[config.mk]
export PLATFORM = sky130hd
export DESIGN_NAME = irq_entry_seq
export DESIGN_NICKNAME = d
export VERILOG_FILES = /design/src/rtl/irq_entry_pkg.sv /design/src/rtl/irq_entry_ctrl.sv /design/src/rtl/irq_entry_dp.sv /design/src/rtl/irq_entry_seq.sv
export SDC_FILE = /design/constraint.sdc
export NUM_CORES = 1
export LEC_CHECK = 0
export CAP_MARGIN = 20
export CELL_PAD_IN_SITES_DETAIL_PLACEMENT = 1
export CELL_PAD_IN_SITES_GLOBAL_PLACEMENT = 1
export CORE_AREA = 2 2 97 99
export DETAILED_ROUTE_END_ITERATION = 7
export DIE_AREA = 0 0 99 101
export PLACE_DENSITY = 0.73
export SLEW_MARGIN = 20
export SYNTH_ARGS = -nofsm -noshare
export SYNTH_HDL_FRONTEND = slang
export SYNTH_SLANG_ARGS = --single-unit
[constraint.sdc]
create_clock -name clk -period 1.87 [get_ports clk]
set_input_delay 0.2805 -clock clk [delete_from_list [all_inputs] [get_ports clk]]
set_output_delay 0.2805 -clock clk [all_outputs]
set_load 0.02 [all_outputs]
[src/rtl/irq_entry_pkg.sv]
package irq_entry_pkg;

  localparam int STATUS_W = 8;
  localparam int BIT_I = 2;
  localparam int BIT_B = 4;
  localparam int BIT_U = 5;
  localparam logic [STATUS_W-1:0] RESET_STATUS = 8'(1 << BIT_I);

  typedef enum logic [3:0] {
    ST_IDLE,
    ST_WAIT1,
    ST_WAIT2,
    ST_PUSH_HI,
    ST_PUSH_LO,
    ST_PUSH_ST,
    ST_VEC_LO,
    ST_VEC_HI
  } seqState_t;

  typedef enum logic [1:0] {
    K_RESET,
    K_NMI,
    K_IRQ
  } entryKind_t;

  typedef struct packed {
    logic        capture;
    logic        isReset;
    logic        pushHi;
    logic        pushLo;
    logic        pushSt;
    logic        setI;
    logic        vecLo;
    logic        vecHi;
    logic [15:0] vecAddr;
  } entryStrobes_t;

endpackage

[src/rtl/irq_entry_ctrl.sv]
module irq_entry_ctrl
  import irq_entry_pkg::*;
#(
  parameter int          NUM_IRQ = 4,
  parameter logic [15:0] VEC_NMI = 16'hFFFA,
  parameter logic [15:0] VEC_RST = 16'hFFFC,
  parameter logic [15:0] VEC_IRQ = 16'hFFFE
) (
  input  logic               clk,
  input  logic               rstN,
  input  logic               resetReq,
  input  logic               slot,
  input  logic               nmiSet,
  input  logic               irqTempSet,
  input  logic [NUM_IRQ-1:0] irqLines,
  input  logic               iFlagPrev,
  input  logic               jamSet,
  output entryStrobes_t      strobe,
  output logic               busy,
  output logic               done,
  output logic               jammed
);

  seqState_t  state, nextState;
  entryKind_t kind;
  logic rstPend, nmiPend, tempPend, jamR, doneR;
  logic irqAny, startRst, decide, takeNmi, takeIrq;

  assign irqAny   = |irqLines;
  assign startRst = (state == ST_IDLE) && rstPend;
  assign decide   = (state == ST_IDLE) && !rstPend && slot &&
                    (nmiPend || tempPend || irqAny);
  assign takeNmi  = decide && !jamR && nmiPend;
  assign takeIrq  = decide && !jamR && !nmiPend && !iFlagPrev &&
                    (tempPend || irqAny);

  always_comb begin
    nextState = state;
    case (state)
      ST_IDLE: begin
        if (startRst)                nextState = ST_VEC_LO;
        else if (takeNmi || takeIrq) nextState = ST_WAIT1;
      end
      ST_WAIT1:   nextState = ST_WAIT2;
      ST_WAIT2:   nextState = ST_PUSH_HI;
      ST_PUSH_HI: nextState = ST_PUSH_LO;
      ST_PUSH_LO: nextState = ST_PUSH_ST;
      ST_PUSH_ST: nextState = ST_VEC_LO;
      ST_VEC_LO:  nextState = ST_VEC_HI;
      default:    nextState = ST_IDLE;
    endcase
  end

  always_comb begin
    logic [15:0] base;
    case (kind)
      K_NMI:   base = VEC_NMI;
      K_IRQ:   base = VEC_IRQ;
      default: base = VEC_RST;
    endcase
    strobe.capture = startRst || takeNmi || takeIrq;
    strobe.isReset = startRst;
    strobe.pushHi  = (state == ST_PUSH_HI);
    strobe.pushLo  = (state == ST_PUSH_LO);
    strobe.pushSt  = (state == ST_PUSH_ST);
    strobe.setI    = (state == ST_PUSH_ST) && (kind == K_IRQ);
    strobe.vecLo   = (state == ST_VEC_LO);
    strobe.vecHi   = (state == ST_VEC_HI);
    strobe.vecAddr = base + {15'd0, (state == ST_VEC_HI)};
  end

  always_ff @(posedge clk or negedge rstN) begin
    if (!rstN) begin
      state    <= ST_IDLE;
      kind     <= K_RESET;
      rstPend  <= 1'b1;
      nmiPend  <= 1'b0;
      tempPend <= 1'b0;
      jamR     <= 1'b0;
      doneR    <= 1'b0;
    end else begin
      state    <= nextState;
      doneR    <= (state == ST_VEC_HI);
      rstPend  <= (rstPend && !startRst) || resetReq;
      nmiPend  <= (nmiPend && !decide) || nmiSet;
      tempPend <= (tempPend && !decide) || irqTempSet;
      if (startRst)    jamR <= 1'b0;
      else if (jamSet) jamR <= 1'b1;
      if (startRst)     kind <= K_RESET;
      else if (takeNmi) kind <= K_NMI;
      else if (takeIrq) kind <= K_IRQ;
    end
  end

  assign busy   = (state != ST_IDLE);
  assign done   = doneR;
  assign jammed = jamR;

endmodule

[src/rtl/irq_entry_dp.sv]
module irq_entry_dp
  import irq_entry_pkg::*;
#(
  parameter logic [7:0] STACK_PAGE = 8'h01
) (
  input  logic          clk,
  input  logic          rstN,
  input  entryStrobes_t strobe,
  input  logic [15:0]   pcIn,
  input  logic [7:0]    statusIn,
  input  logic [7:0]    spIn,
  input  logic [7:0]    memRdData,
  output logic [15:0]   memAddr,
  output logic          memWe,
  output logic          memRe,
  output logic [7:0]    memWrData,
  output logic [15:0]   pcOut,
  output logic [7:0]    statusOut,
  output logic [7:0]    spOut
);

  localparam logic [7:0] MASK_B = 8'(1 << BIT_B);
  localparam logic [7:0] MASK_U = 8'(1 << BIT_U);
  localparam logic [7:0] MASK_I = 8'(1 << BIT_I);

  logic [15:0] pcR;
  logic [7:0]  stR, spR;
  logic        anyPush;

  assign anyPush = strobe.pushHi || strobe.pushLo || strobe.pushSt;
  assign memWe   = anyPush;
  assign memRe   = strobe.vecLo || strobe.vecHi;

  always_comb begin
    memAddr = 16'h0000;
    if (anyPush)    memAddr = {STACK_PAGE, spR};
    else if (memRe) memAddr = strobe.vecAddr;
  end

  always_comb begin
    memWrData = 8'h00;
    if (strobe.pushHi)      memWrData = pcR[15:8];
    else if (strobe.pushLo) memWrData = pcR[7:0];
    else if (strobe.pushSt) memWrData = stR | MASK_U;
  end

  always_ff @(posedge clk or negedge rstN) begin
    if (!rstN) begin
      pcR <= 16'h0000;
      stR <= 8'h00;
      spR <= 8'h00;
    end else if (strobe.capture) begin
      pcR <= pcIn;
      spR <= spIn;
      stR <= strobe.isReset ? RESET_STATUS : (statusIn & ~MASK_B);
    end else begin
      if (anyPush)       spR <= spR - 8'd1;
      if (strobe.setI)   stR <= stR | MASK_I;
      if (strobe.vecLo)  pcR[7:0]  <= memRdData;
      if (strobe.vecHi)  pcR[15:8] <= memRdData;
    end
  end

  assign pcOut     = pcR;
  assign statusOut = stR;
  assign spOut     = spR;

endmodule

[src/rtl/irq_entry_seq.sv]
module irq_entry_seq
  import irq_entry_pkg::*;
#(
  parameter int          NUM_IRQ    = 4,
  parameter logic [7:0]  STACK_PAGE = 8'h01,
  parameter logic [15:0] VEC_NMI    = 16'hFFFA,
  parameter logic [15:0] VEC_RST    = 16'hFFFC,
  parameter logic [15:0] VEC_IRQ    = 16'hFFFE
) (
  input  logic               clk,
  input  logic               rstN,
  input  logic               resetReq,
  input  logic               slot,
  input  logic               nmiSet,
  input  logic               irqTempSet,
  input  logic [NUM_IRQ-1:0] irqLines,
  input  logic               iFlagPrev,
  input  logic               jamSet,
  input  logic [15:0]        pcIn,
  input  logic [7:0]         statusIn,
  input  logic [7:0]         spIn,
  input  logic [7:0]         memRdData,
  output logic [15:0]        memAddr,
  output logic               memWe,
  output logic               memRe,
  output logic [7:0]         memWrData,
  output logic               busy,
  output logic               done,
  output logic [15:0]        pcOut,
  output logic [7:0]         statusOut,
  output logic [7:0]         spOut,
  output logic               jammedOut
);

  entryStrobes_t strobe;

  irq_entry_ctrl #(
    .NUM_IRQ(NUM_IRQ), .VEC_NMI(VEC_NMI), .VEC_RST(VEC_RST), .VEC_IRQ(VEC_IRQ)
  ) uCtrl (
    .clk(clk), .rstN(rstN), .resetReq(resetReq), .slot(slot),
    .nmiSet(nmiSet), .irqTempSet(irqTempSet), .irqLines(irqLines),
    .iFlagPrev(iFlagPrev), .jamSet(jamSet), .strobe(strobe),
    .busy(busy), .done(done), .jammed(jammedOut)
  );

  irq_entry_dp #(.STACK_PAGE(STACK_PAGE)) uDp (
    .clk(clk), .rstN(rstN), .strobe(strobe), .pcIn(pcIn),
    .statusIn(statusIn), .spIn(spIn), .memRdData(memRdData),
    .memAddr(memAddr), .memWe(memWe), .memRe(memRe), .memWrData(memWrData),
    .pcOut(pcOut), .statusOut(statusOut), .spOut(spOut)
  );

endmodule

* Word level (Yosys, flattened, before mapping)
Cells that the tools add are included.
** Word-level totals
- Logic and storage cells :: 86
- Bits in registers :: 43
- Input port bits :: 52
- Output and inout port bits :: 61
** Cells by class
- Reduce and logical (&&, ||, !) cells :: 40
- Equal/unequal tests :: 10
- $add $sub $neg :: 2
- Multiplexer cells :: 22
** Operators by type and width (count)
- 2-to-1 mux 8 bit :: 9
- 2-to-1 mux 16 bit :: 3
- one-hot mux 4 bit (7 select lines) :: 1
- == test 4 x 3 -> 1 bit, second input constant :: 4
- logical AND 1 bit :: 13
- logical OR 1 bit :: 12
- nonzero test 2 bit :: 5
- == test 4 x 2 -> 1 bit, second input constant :: 2
- 2-to-1 mux 4 bit :: 2
- subtractor 8 x 1 -> 8 bit, second input constant :: 1
- logical NOT 1 bit :: 6
- 2-to-1 mux 2 bit :: 3
- one-hot mux 3 bit (2 select lines) :: 1
- adder 4 x 2 -> 5 bit :: 1
- == test 4 x 1 -> 1 bit, second input constant :: 1
- logical NOT 4 bit :: 1
- nonzero test 4 bit :: 1
- OR reduction 4 bit :: 1
- 2-to-1 mux 3 bit :: 1
- != test 3 x 2 -> 1 bit, second input constant :: 1
- nonzero test 3 bit :: 1
- == test 2 x 1 -> 1 bit, second input constant :: 1
- == test 2 bit, second input constant :: 1
- 2-to-1 mux 1 bit :: 2

* Longest topological paths before layout
Gate-level depths: netlist (run 1).
- Depth in word-level cells :: 12
- Mapped depth :: 7
- Gate-level depth less buffers :: 6

* Hierarchy
From an unflattened synthesis (run 1), not the netlist that was laid out.
** Unflattened totals
- Cell total of the unflattened synthesis :: 276
- Area total of the unflattened synthesis :: 2422.3 um2
** By module, submodules not included
- irq_entry_dp :: area an instance 1767.9 um2, cells an instance 204, instances 1, sequential area each 775.7 um2
- irq_entry_ctrl :: area an instance 654.4 um2, cells an instance 72, instances 1, sequential area each 251.5 um2

* Worst setup path before layout (run 1)
Ideal clock, no wire load.
- Path type :: register to register
- From :: register uCtrl.nmiPend
- To :: register uDp.pcR[11], in the netlist uDp.pcOut[11]
- Setup slack :: -0.198 ns
- Required time :: 1.745 ns
- Stages on the path, launching flop included :: 7
- Path buffers :: 2
- Period minus slack after synthesis :: 2.068 ns
- Setup time :: 0.125 ns
- Data arrival time :: 1.943 ns
- Cells stage by stage :: dfrtp_1 -> or4_4 -> o2111a_1 -> buf_6 -> o21ai_4 -> buf_6 -> mux2_4
** On the way
- Cells in the longest elaborated chain, start to end :: 9
- Elaborated cells on any way between the ends :: 13
- Those cells by class :: mux (1); reduce/logical (12)
** Ends and longest elaborated chain
- from (decl) :: line irq_entry_ctrl.sv:26 : logic rstPend, nmiPend, tempPend, jamR, doneR;
- from (signal assigned) :: line irq_entry_ctrl.sv:85 : nmiPend <= (nmiPend && !decide) || nmiSet;
- logical OR 1 bit (2 in a row) :: line irq_entry_ctrl.sv:32 : (nmiPend || tempPend || irqAny);
- logical AND 1 bit :: line irq_entry_ctrl.sv:31 : assign decide = (state == ST_IDLE) && !rstPend && slot &&
- logical AND 1 bit :: line irq_entry_ctrl.sv:33, irq_entry_ctrl.sv:34
- logical AND 1 bit (3 in a row) :: line irq_entry_ctrl.sv:34 : assign takeIrq = decide && !jamR && !nmiPend && !iFlagPrev &&
- logical OR 1 bit * :: line irq_entry_ctrl.sv:61 : strobe.capture = startRst || takeNmi || takeIrq;
- 2-to-1 mux 16 bit / nonzero test 2 bit (equally long branches)
- to (signal assigned) :: line irq_entry_dp.sv:53 : pcR <= pcIn;
- to (signal assigned) :: line irq_entry_dp.sv:60 : if (strobe.vecHi) pcR[15:8] <= memRdData;
- to (decl) :: line irq_entry_dp.sv:26 : logic [15:0] pcR;
Mark *: on every way between the ends. The rest lies on a longest branch, timed or not.
A chain may end at the register's enable or synchronous reset.

* Worst setup path after layout (run 1)
- From :: register uCtrl.tempPend
- To :: register uDp.spR[0], in the netlist uDp.spOut[0]
** On the way
- Cells in the longest elaborated chain, start to end :: 9
- Elaborated cells on any way between the ends :: 13
- Those cells by class :: mux (1); reduce/logical (12)
** Ends and longest elaborated chain
- from (decl) :: line irq_entry_ctrl.sv:26
- from (signal assigned) :: line irq_entry_ctrl.sv:86 : tempPend <= (tempPend && !decide) || irqTempSet;
- logical OR 1 bit (2 in a row) :: line irq_entry_ctrl.sv:32
- logical AND 1 bit :: line irq_entry_ctrl.sv:31
- logical AND 1 bit :: line irq_entry_ctrl.sv:33, irq_entry_ctrl.sv:34
- logical AND 1 bit (3 in a row) :: line irq_entry_ctrl.sv:34
- logical OR 1 bit * :: line irq_entry_ctrl.sv:61
- 2-to-1 mux 8 bit / nonzero test 2 bit (equally long branches)
- to (signal assigned) :: line irq_entry_dp.sv:54 : spR <= spIn;
- to (signal assigned) :: line irq_entry_dp.sv:57 : if (anyPush) spR <= spR - 8'd1;
- to (decl) :: line irq_entry_dp.sv:27 : logic [7:0] stR, spR;
Marks and branches as above.

==> flow_summary.ini, run 1 <==
[outcome]
status = finished with violations
violations = negative setup slack

[clocking]
numCtsBuffers = 5
cts_sinks = 41
clkTransAtPathRegs_ns = 0.09
clockRootBuffer = clkbuf_8
clock_path_buffers = 2
htree_levels = 2
cts_tree = built
clkLatencyLatePin_ns = 0.30

[global_routing]
first_global_vias = 2520
met3_usage = 0.0236
grtUsageTotal = 0.174
grt_max_degree = 23
use_met1 = 0.212
globalRouteOverflowTotal = 0
antenna_found_initial = 0
busiest_layer = met2
grt_pass1_wl_um = 13700
met2_usage = 0.326

[timing]
max_freq_mhz = 487
fin_crit_sh = 1.10
hold_viol_final = 0
finalSetupTns_ns = -2.84
whs_ns = 0.434
period_minus_slack_ns = 2.05
maxSlewViolCount = 0
finClkSkew_ns = 0.00883
setup_violations = 24
rsz0062_at_grt = true
fin_ws_ns = -0.182

[setup_path]
r2r_end = uDp.spOut[0]$_DFFE_PN0P_
reg2reg_depth = 5
criticalPathCategory = register to register
rrSetupSlack_ns = -0.18
critPathMaxStageDelay_ns = 0.54
cp.arrival_ns = 2.24
cp_num_cells = 5
crit_chain = or4_4, o2111a_2, o21ai_4, buf_12, mux2_2
endpoint = uDp.spOut[0]$_DFFE_PN0P_
timing.rr.start = uCtrl.tempPend$_DFF_PN0_
cp.buffers_inverters = 1
end_kind = register
cp_top_family = simple AND/OR/NAND/NOR gates
worstPathMaxFanout = 22
cp-start-kind = register
cp.required_ns = 2.06
cpMaxStageDelayCell = or4_4
critPathLaunch = uCtrl.tempPend$_DFF_PN0_

[yosys]
avgSynthCellArea_um2 = 10.8
synth_edf_count = 0
synth_mux_area_frac = 0.201
yosysTopAreaCell = dfrtp_1
synth_top_family_by_area = multiplexers
synth-simple-area-share = 0.102
synth_cell_types = 53
synth_area_leaders = dfrtp_1 (41%), mux2_2 (9.1%), mux2_4 (8.5%), o21ai_0 (3.3%), o211ai_1 (3.0%)
yosys_warnings = 0
synth_top_area_share = 0.407
syn_nets = 284
synthArstFlopShare = 1.00
netlist_area_um2 = 2460
ys.flop_type = dfrtp_1
synth_cells = 229
synth_xor_area_frac = 0.00356
yosysSeqAreaShare = 0.417
synth_compound_area_frac = 0.185
synth-seq-cells = 41
yosys.area_share.adder = 0.0152

[place]
dp_slack_ns = -0.478
gp_congestion = 0.791
port_buffers = 110
dpl-instance-area_um2 = 3890
dpl.cell_count = 469
hpwl_um = 6520

[routing]
firstDrtPassIters = 4
wirelength_um = 8820
route.vias.total = 2357
post_drt_wl_per_cell_um = 18.3
drc = 0
drt_iter0_drc = 66
viasPerCell = 4.88
ant_nets = 0

[floorplanning]
chipHeight_um = 101
row_count = 35
core_um2 = 8980
pin_count = 113
start_util = 0.274
dieArea_um2 = 10000
fp.dieW_um = 99

[final_layout]
layoutNonFillerInstCount = 483
final_util = 0.452
nFillCells = 1003
area_delta_synth_final_pct = 64.6
seq_area_um2 = 1030
multi_input_area_um2 = 1350
diodes = 0
drive_above_1_share = 0.371
finalInstanceArea_um2 = 4050
final_net_count = 426

[power_and_ir_drop]
power.leakage_nw = 1.80
power.density_nw_per_um2 = 1820
ir_drop_mv = 0.793
fin_total_pwr_mw = 7.40

[job]
maxCapViolCount = 0

[hold_path]
worst_hold_path_type = input pin to asynchronous set/reset pin
-- placed cells by master (no fill, tap or decap), drive strengths merged, types with 6 or more instances in the layout --
cell and n:
mux2 34, buf 61, clkdlybuf4s50 82, nand2 17, o21a 7, o21ai 17
a22o 6, o211ai 10, mux2i 6, clkbuf 17, inv 11, dfrtp 40
-- sequential cells by signal, indices dropped and copies added (netlist names) --
signal	flops
uCtrl.state	3
uCtrl.kind	2
uCtrl.nmiPend	1
uCtrl.jammed	1
uDp.spOut	8
uCtrl.tempPend	1
uCtrl.rstPend	1
uCtrl.done	1
uDp.pcOut	16
uDp.statusOut	7
-- report_power, final --
group	internal [mW]	total [mW]	switching, mW
sequential	1.26	1.63	0.372
clock	0.436	0.762	0.327
combinational	2.49	5.00	2.51
total	4.18	7.40	3.21
-- cell type report --
cell class | count | share of cell area
Clock inverter | 1 | 0.00741
Clock buffer | 7 | 0.0213
Multi-Input combinational cell | 155 | 0.334
Inverter | 12 | 0.0114
Tap cell | 111 | 0.0343
Sequential cell | 41 | 0.254
Timing Repair Buffer | 156 | 0.338
-- cells by family (layout without fill, tap and decap cells) --
family | count (synthesis) | count (layout)
AND/OR/NAND/NOR | 47 | 47
XOR/XNOR | 1 | 1
other | 1 | 1
adder cells (fa/ha/maj) | 3 | 3
buffers and inverters | 33 | 176
flip-flops | 41 | 41
multiplexers | 40 | 40
AO/OA/AOI/OAI | 63 | 63
-- how the worst min path moves through the flow --
stage | start | endpoint
5_1_grt | rstN | uCtrl.done$_DFF_PN0_
3_3_place_gp | rstN | uCtrl.done$_DFF_PN0_
2_1_floorplan | rstN | uCtrl.done$_DFF_PN0_
6_report | rstN | uCtrl.done$_DFF_PN0_
3_5_place_dp | rstN | uCtrl.done$_DFF_PN0_
4_1_cts | rstN | uCtrl.done$_DFF_PN0_
-- synthesized netlist by cell type, types with 4 or more instances --
cell	count
inv_1	11
clkbuf_1	8
o21a_1	7
nand2_1	17
a22o_1	6
mux2i_1	6
a21oi_1	5
mux2_4	14
o21ai_0	16
o211ai_1	10
buf_4	7
nand3_1	4
dfrtp_1	40
nand2b_1	4
mux2_2	20
nor2_1	5
-- layer usage --
layer | wire length, µm | vias up
met5 | 0 | -
met4 | 83 | 0
met3 | 340 | 6
met2 | 4880 | 62
met1 | 3520 | 1183
li1 | - | 1106
-- what timing repair did --
item	in CTS	in global routing
resized for setup	95	48
endpoints found under the hold margin	15	0
pin swaps	4	5
endpoints found under the setup margin	55	50
buffers inserted	4	2
hold buffers	1	0
No activity file was read; power rests on OpenSTA's default activity.
==> run 2: changes to the inputs <==
Settings changed: RECOVER_POWER from default to 100.
==> run 2 against run 1 <==
  * Total power decreased by 1.9%
  * Critical path type unchanged
  * Largest power group unchanged
  * Worst hold slack improved by 0.075 ns
  * Final area decreased by 0.56%
  * Via count increased by 0.13%
  * Clock skew about the same
  * Sequential cell count unchanged
  * Wire length decreased by 0.31%
  * Worst setup slack about the same
  * The run still ends with negative setup slack left
  * Utilization decreased by 0.25 points
  * Critical path depth unchanged
  * Clock power about the same
==> flow_summary.ini, run 2 (synthesis gave the netlist of run 1 again) <==
[final_layout]
layout_common_cells = clkdlybuf4s50_1 (51), dfrtp_1 (38), buf_4 (36)
area_delta_synth_final_pct = 63.7
final_common_cell = clkdlybuf4s50_1
drive_above_1_share = 0.355
largest_reg_flops = 16
nFillCells = 1008
final_net_count = 426
diodes = 0

[setup_path]
timing.rr.start = uCtrl.tempPend$_DFF_PN0_
end_kind = register
r2r_end = uDp.spOut[0]$_DFFE_PN0P_
cp-start-kind = register
critPathLaunch = uCtrl.tempPend$_DFF_PN0_
cp.required_ns = 2.06
rrSetupSlack_ns = -0.18
cp.buffers_inverters = 1
criticalPathCategory = register to register
worstPathMaxFanout = 22
cp_top_family = simple AND/OR/NAND/NOR gates
cpMaxStageDelayCell = or4_4
crit_chain = or4_4, o2111a_2, o21ai_4, buf_12, mux2_2
critPathMaxStageDelay_ns = 0.54
cp_num_cells = 5
endpoint = uDp.spOut[0]$_DFFE_PN0P_
reg2reg_depth = 5
cp.arrival_ns = 2.24

[timing]
fin_crit_sh = 1.10
finClkSkew_ns = 0.00920
hold_viol_final = 0
slew_headroom = 0.350
worstMarginPinSlew_ns = 0.974
whs_ns = 0.509
setup_violations = 26
fin_ws_ns = -0.182
period_minus_slack_ns = 2.05
rsz0062_at_grt = true
max_freq_mhz = 487
maxSlewViolCount = 0
finalSetupTns_ns = -3.07

[power_and_ir_drop]
ir_drop_mv = 0.780
p_seq_frac = 0.223
pwr-share-clk = 0.105
p_sw_frac = 0.441
power.density_nw_per_um2 = 1800
power.switching_mw = 3.20
internal_power_mw = 4.05
power.leakage_nw = 1.81
power_frac_comb = 0.672

[routing]
drc = 0
route.vias.total = 2360
firstDrtPassIters = 4
drt_iter0_drc = 73
ant_nets = 0
viasPerCell = 4.89
wirelength_um = 8790
post_drt_wl_per_cell_um = 18.2

[clocking]
cts_tree = built
clockRootBuffer = clkbuf_8
clkTransAtPathRegs_ns = 0.08
numCtsBuffers = 5
clock_path_buffers = 2
cts_sinks = 41
clkLatencyLatePin_ns = 0.30
htree_levels = 2

[place]
port_buffers = 110
dp_slack_ns = -0.478
gp_congestion = 0.791
hpwl_um = 6520

[outcome]
violations = negative setup slack
status = finished with violations

[floorplanning]
core_um2 = 8980
dieArea_um2 = 10000
pin_count = 113
fp.dieW_um = 99
row_count = 35
start_util = 0.274
chipHeight_um = 101

[global_routing]
met3_usage = 0.0236
busiest_layer = met2
antenna_found_initial = 0
first_global_vias = 2520
grt_max_degree = 23
grt_pass1_wl_um = 13700
globalRouteOverflowTotal = 0
met2_usage = 0.326
grtUsageTotal = 0.174
use_met1 = 0.212

[job]
maxCapViolCount = 0

[hold_path]
worst_hold_path_type = register to register
==> run 2: cell types whose count changed in the layout (fill, tap and decap cells not counted), sizes merged <==
cell / delta
dlygate4sd3: +31
clkdlybuf4s50: -31
clkbuf: +8
buf: -8
==> run 2: worst min path at each step <==
stage | from | end | cells after the start
2_1_floorplan | rstN | uCtrl.done$_DFF_PN0_ | 0
3_3_place_gp | rstN | uCtrl.done$_DFF_PN0_ | 1
3_5_place_dp | rstN | uCtrl.done$_DFF_PN0_ | 1
4_1_cts | rstN | uCtrl.done$_DFF_PN0_ | 2
5_1_grt | uDp.statusOut[5]$_DFFE_PN0P_ | uDp.statusOut[5]$_DFFE_PN0P_ | 1
6_report | uDp.statusOut[5]$_DFFE_PN0P_ | uDp.statusOut[5]$_DFFE_PN0P_ | 1
==> run 2: final cells by class <==
cell class              count  area (µm²)  area share
repair buffers            156        1350       0.335
flip-flops and latches     41        1030       0.255
clock inverters             1        30.0     0.00745
clock buffers               7        86.3      0.0214
multi-input cells         155        1350       0.335
inverters                  12        46.3      0.0115
well taps                 111         139      0.0345
==> run 2: metal layers <==
| metal | wire, µm | vias to the layer above |
|---|---|---|
| met5 | 0 | - |
| met4 | 83 | 0 |
| met3 | 345 | 6 |
| met2 | 4880 | 67 |
| met1 | 3490 | 1182 |
| li1 | - | 1105 |
==> run 2: power by group through the flow <==
stage	combinational, mW	sequential (mW)	clock (mW)
global route	5.19	1.68	0.816
finish	4.87	1.62	0.762
detailed placement	5.04	1.62	0
floorplan	2.50	1.87	0
CTS	4.96	1.62	0.778
global placement	4.91	1.61	0
==> run 2: metrics by stage <==
step                      area, µm²  power (mW)  utilization  cells
after CTS                      4050        7.36        0.452    482
after detailed placement       3890        6.66        0.433    469
final                          4030        7.25        0.449    483
after global placement         3890        6.53        0.433    469
after global routing           4030        7.69        0.449    483
after floorplan                2470        4.37            -    229
==> run 2: repair_timing <==
item	4_1_cts	5_1_grt
endpoints found under the setup margin	55	50
hold buffers	1	0
setup buffers	4	2
gates resized for setup	95	48
endpoints found under the hold margin	15	0
pin swaps	4	5
==> run 3: changes to the inputs <==
--- a/constraint.sdc
+++ b/constraint.sdc
@@ -3,2 +3,2 @@
 set_output_delay 0.2805 -clock clk [all_outputs]
-set_load 0.02 [all_outputs]
+set_load 0.01 [all_outputs]
==> run 3 against run 2 <==
  * Final area grew 3.0%
  * Total power shrank 5.3%
  * Sequential cell count unchanged
  * Sequential power barely moved
  * Clock skew is 0.0014 ns higher
  * Utilization up 1.4 points
  * Clock power decreased by 17%
  * Wire length decreased by 0.60%
  * Sequential share of layout area decreased by 0.81 points
  * The run still ends with negative setup slack left
  * Register-to-register slack hardly changed
  * Maximum frequency is 0.45% higher
==> flow_summary.ini, run 3 (synthesis gave the netlist of run 1 again) <==
[final_layout]
area_delta_synth_final_pct = 68.7
drive_above_1_share = 0.337
largest_reg_flops = 16
layout_common_cells = clkdlybuf4s50_1 (50), dfrtp_1 (40), dlygate4sd3_1 (33)
diodes = 0
final_net_count = 431
final_common_cell = clkdlybuf4s50_1

[setup_path]
cp-start-kind = register
r2r_end = uDp.spOut[7]$_DFFE_PN0P_
cp.arrival_ns = 2.23
cp.required_ns = 2.06
worstPathMaxFanout = 8
critPathMaxStageDelay_ns = 0.54
crit_chain = or4_4, o2111a_2, buf_4, buf_6, o21a_4, o211a_1
rrSetupSlack_ns = -0.17
criticalPathCategory = register to register
cpMaxStageDelayCell = or4_4
end_kind = register
reg2reg_depth = 6
timing.rr.start = uCtrl.tempPend$_DFF_PN0_

[routing]
ant_nets = 0
viasPerCell = 4.95
wirelength_um = 8740
drc = 0
firstDrtPassIters = 4
route.vias.total = 2415
post_drt_wl_per_cell_um = 17.9
drt_iter0_drc = 81

[outcome]
status = finished with violations
violations = negative setup slack

[floorplanning]
dieArea_um2 = 10000
chipHeight_um = 101
core_um2 = 8980
fp.dieW_um = 99
row_count = 35
start_util = 0.274
pin_count = 113

[hold_path]
min_delay_path_depth = 1
whs_endpoint = uCtrl.tempPend$_DFF_PN0_
worst_hold_path_type = register to register
worstHoldStart = uCtrl.tempPend$_DFF_PN0_

[clocking]
clkTransAtPathRegs_ns = 0.08
htree_levels = 2
cts_tree = built
clockRootBuffer = clkbuf_8
clkLatencyLatePin_ns = 0.30
numCtsBuffers = 5
clock_path_buffers = 2
cts_sinks = 41

[place]
hpwl_um = 6290
gp_congestion = 0.778
port_buffers = 110
dp_slack_ns = -0.440

[global_routing]
grt_max_degree = 22
grtUsageTotal = 0.172
first_global_vias = 2598
grt_pass1_wl_um = 13600
use_met1 = 0.213
antenna_found_initial = 0
globalRouteOverflowTotal = 0
busiest_layer = met2
met2_usage = 0.305
met3_usage = 0.0264

[timing]
max_freq_mhz = 489
rsz0062_at_grt = true
worstMarginPinSlew_ns = 0.909
period_minus_slack_ns = 2.04
fin_crit_sh = 1.09
slew_headroom = 0.394
fin_ws_ns = -0.173
hold_viol_final = 0
maxSlewViolCount = 0
finClkSkew_ns = 0.0106
setup_violations = 32

[power_and_ir_drop]
ir_drop_mv = 0.666
power.density_nw_per_um2 = 1650
power.leakage_nw = 1.86
fin_total_pwr_mw = 6.87

[job]
maxCapViolCount = 0
[run 3: changes by cell type in the layout (fill, tap and decap cells not counted), moves of 3 or more]
cell	previous run	this run
dlygate4sd2_1	1	7
buf_4	36	28
clkdlybuf4s15_1	0	6
buf_2	11	8
buf_6	4	9
clkbuf_2	13	8
[run 3: metrics by stage]
step	instances	hold WS, ns	setup TNS (ns)	utilization	instance area, µm²
after floorplan	229	-0.0151	-2.99	-	2460
after global placement	465	0.219	-11.44	0.431	3870
after detailed placement	465	0.224	-12.34	0.431	3870
after CTS	486	0.427	-2.62	0.459	4120
after global routing	488	0.500	-6.02	0.463	4150
final	488	0.488	-3.22	0.463	4150
[run 3: critical path, delay by kind of cell (launching register included)]
family	cells	cell delay (ns)
compound gates	3	0.75
buf+inv	2	0.26
flops	1	0.39
simple gates	1	0.54
[run 3: how the worst max path moves through the flow]
| stage | from | endpoint | slack, ns | cells after the start |
|---|---|---|---|---|
| floorplan | uCtrl.nmiPend$_DFF_PN0_ | uDp.pcOut[11]$_DFFE_PN0P_ | -0.20 | 6 |
| CTS | uCtrl.tempPend$_DFF_PN0_ | uDp.pcOut[7]$_DFFE_PN0P_ | -0.18 | 5 |
| global route | uCtrl.tempPend$_DFF_PN0_ | uDp.spOut[0]$_DFFE_PN0P_ | -0.21 | 5 |
| detailed placement | irqLines[1] | uDp.spOut[0]$_DFFE_PN0P_ | -0.44 | 6 |
| global placement | irqLines[1] | uDp.pcOut[15]$_DFFE_PN0P_ | -0.42 | 6 |
| finish | uCtrl.tempPend$_DFF_PN0_ | uDp.spOut[7]$_DFFE_PN0P_ | -0.17 | 6 |
[run 3: metal layers]
metal / share of wire / wire length [µm]
met1: 0.41 / 3600
met5: 0 / 0
met2: 0.53 / 4660
met3: 0.031 / 268
met4: 0.024 / 206
[run 3: report_power, final]
group	switching, mW	internal [mW]	total (mW)
registers	0.377	1.25	1.63
clock network	0.331	0.300	0.631
logic	2.05	2.55	4.61
[run 3: what timing repair did]
item                                   in CTS  in global routing
hold buffers                                1                  0
endpoints found under the hold margin      14                  0
resized for setup                          88                 38
cloned                                      0                  0
setup endpoints to repair                  56                 48
pin swaps                                   3                 10
buffers inserted                           12                  3
[run 3: layout make-up]
type                            instances  area [µm²]
Fill cell                             981        4820
Timing Repair Buffer                  161        1470
Multi-Input combinational cell        155        1380
Sequential cell                        41        1030
Tap cell                              111         139
Clock buffer                            6        82.6
Inverter                               12        47.5
Clock inverter                          2        13.8
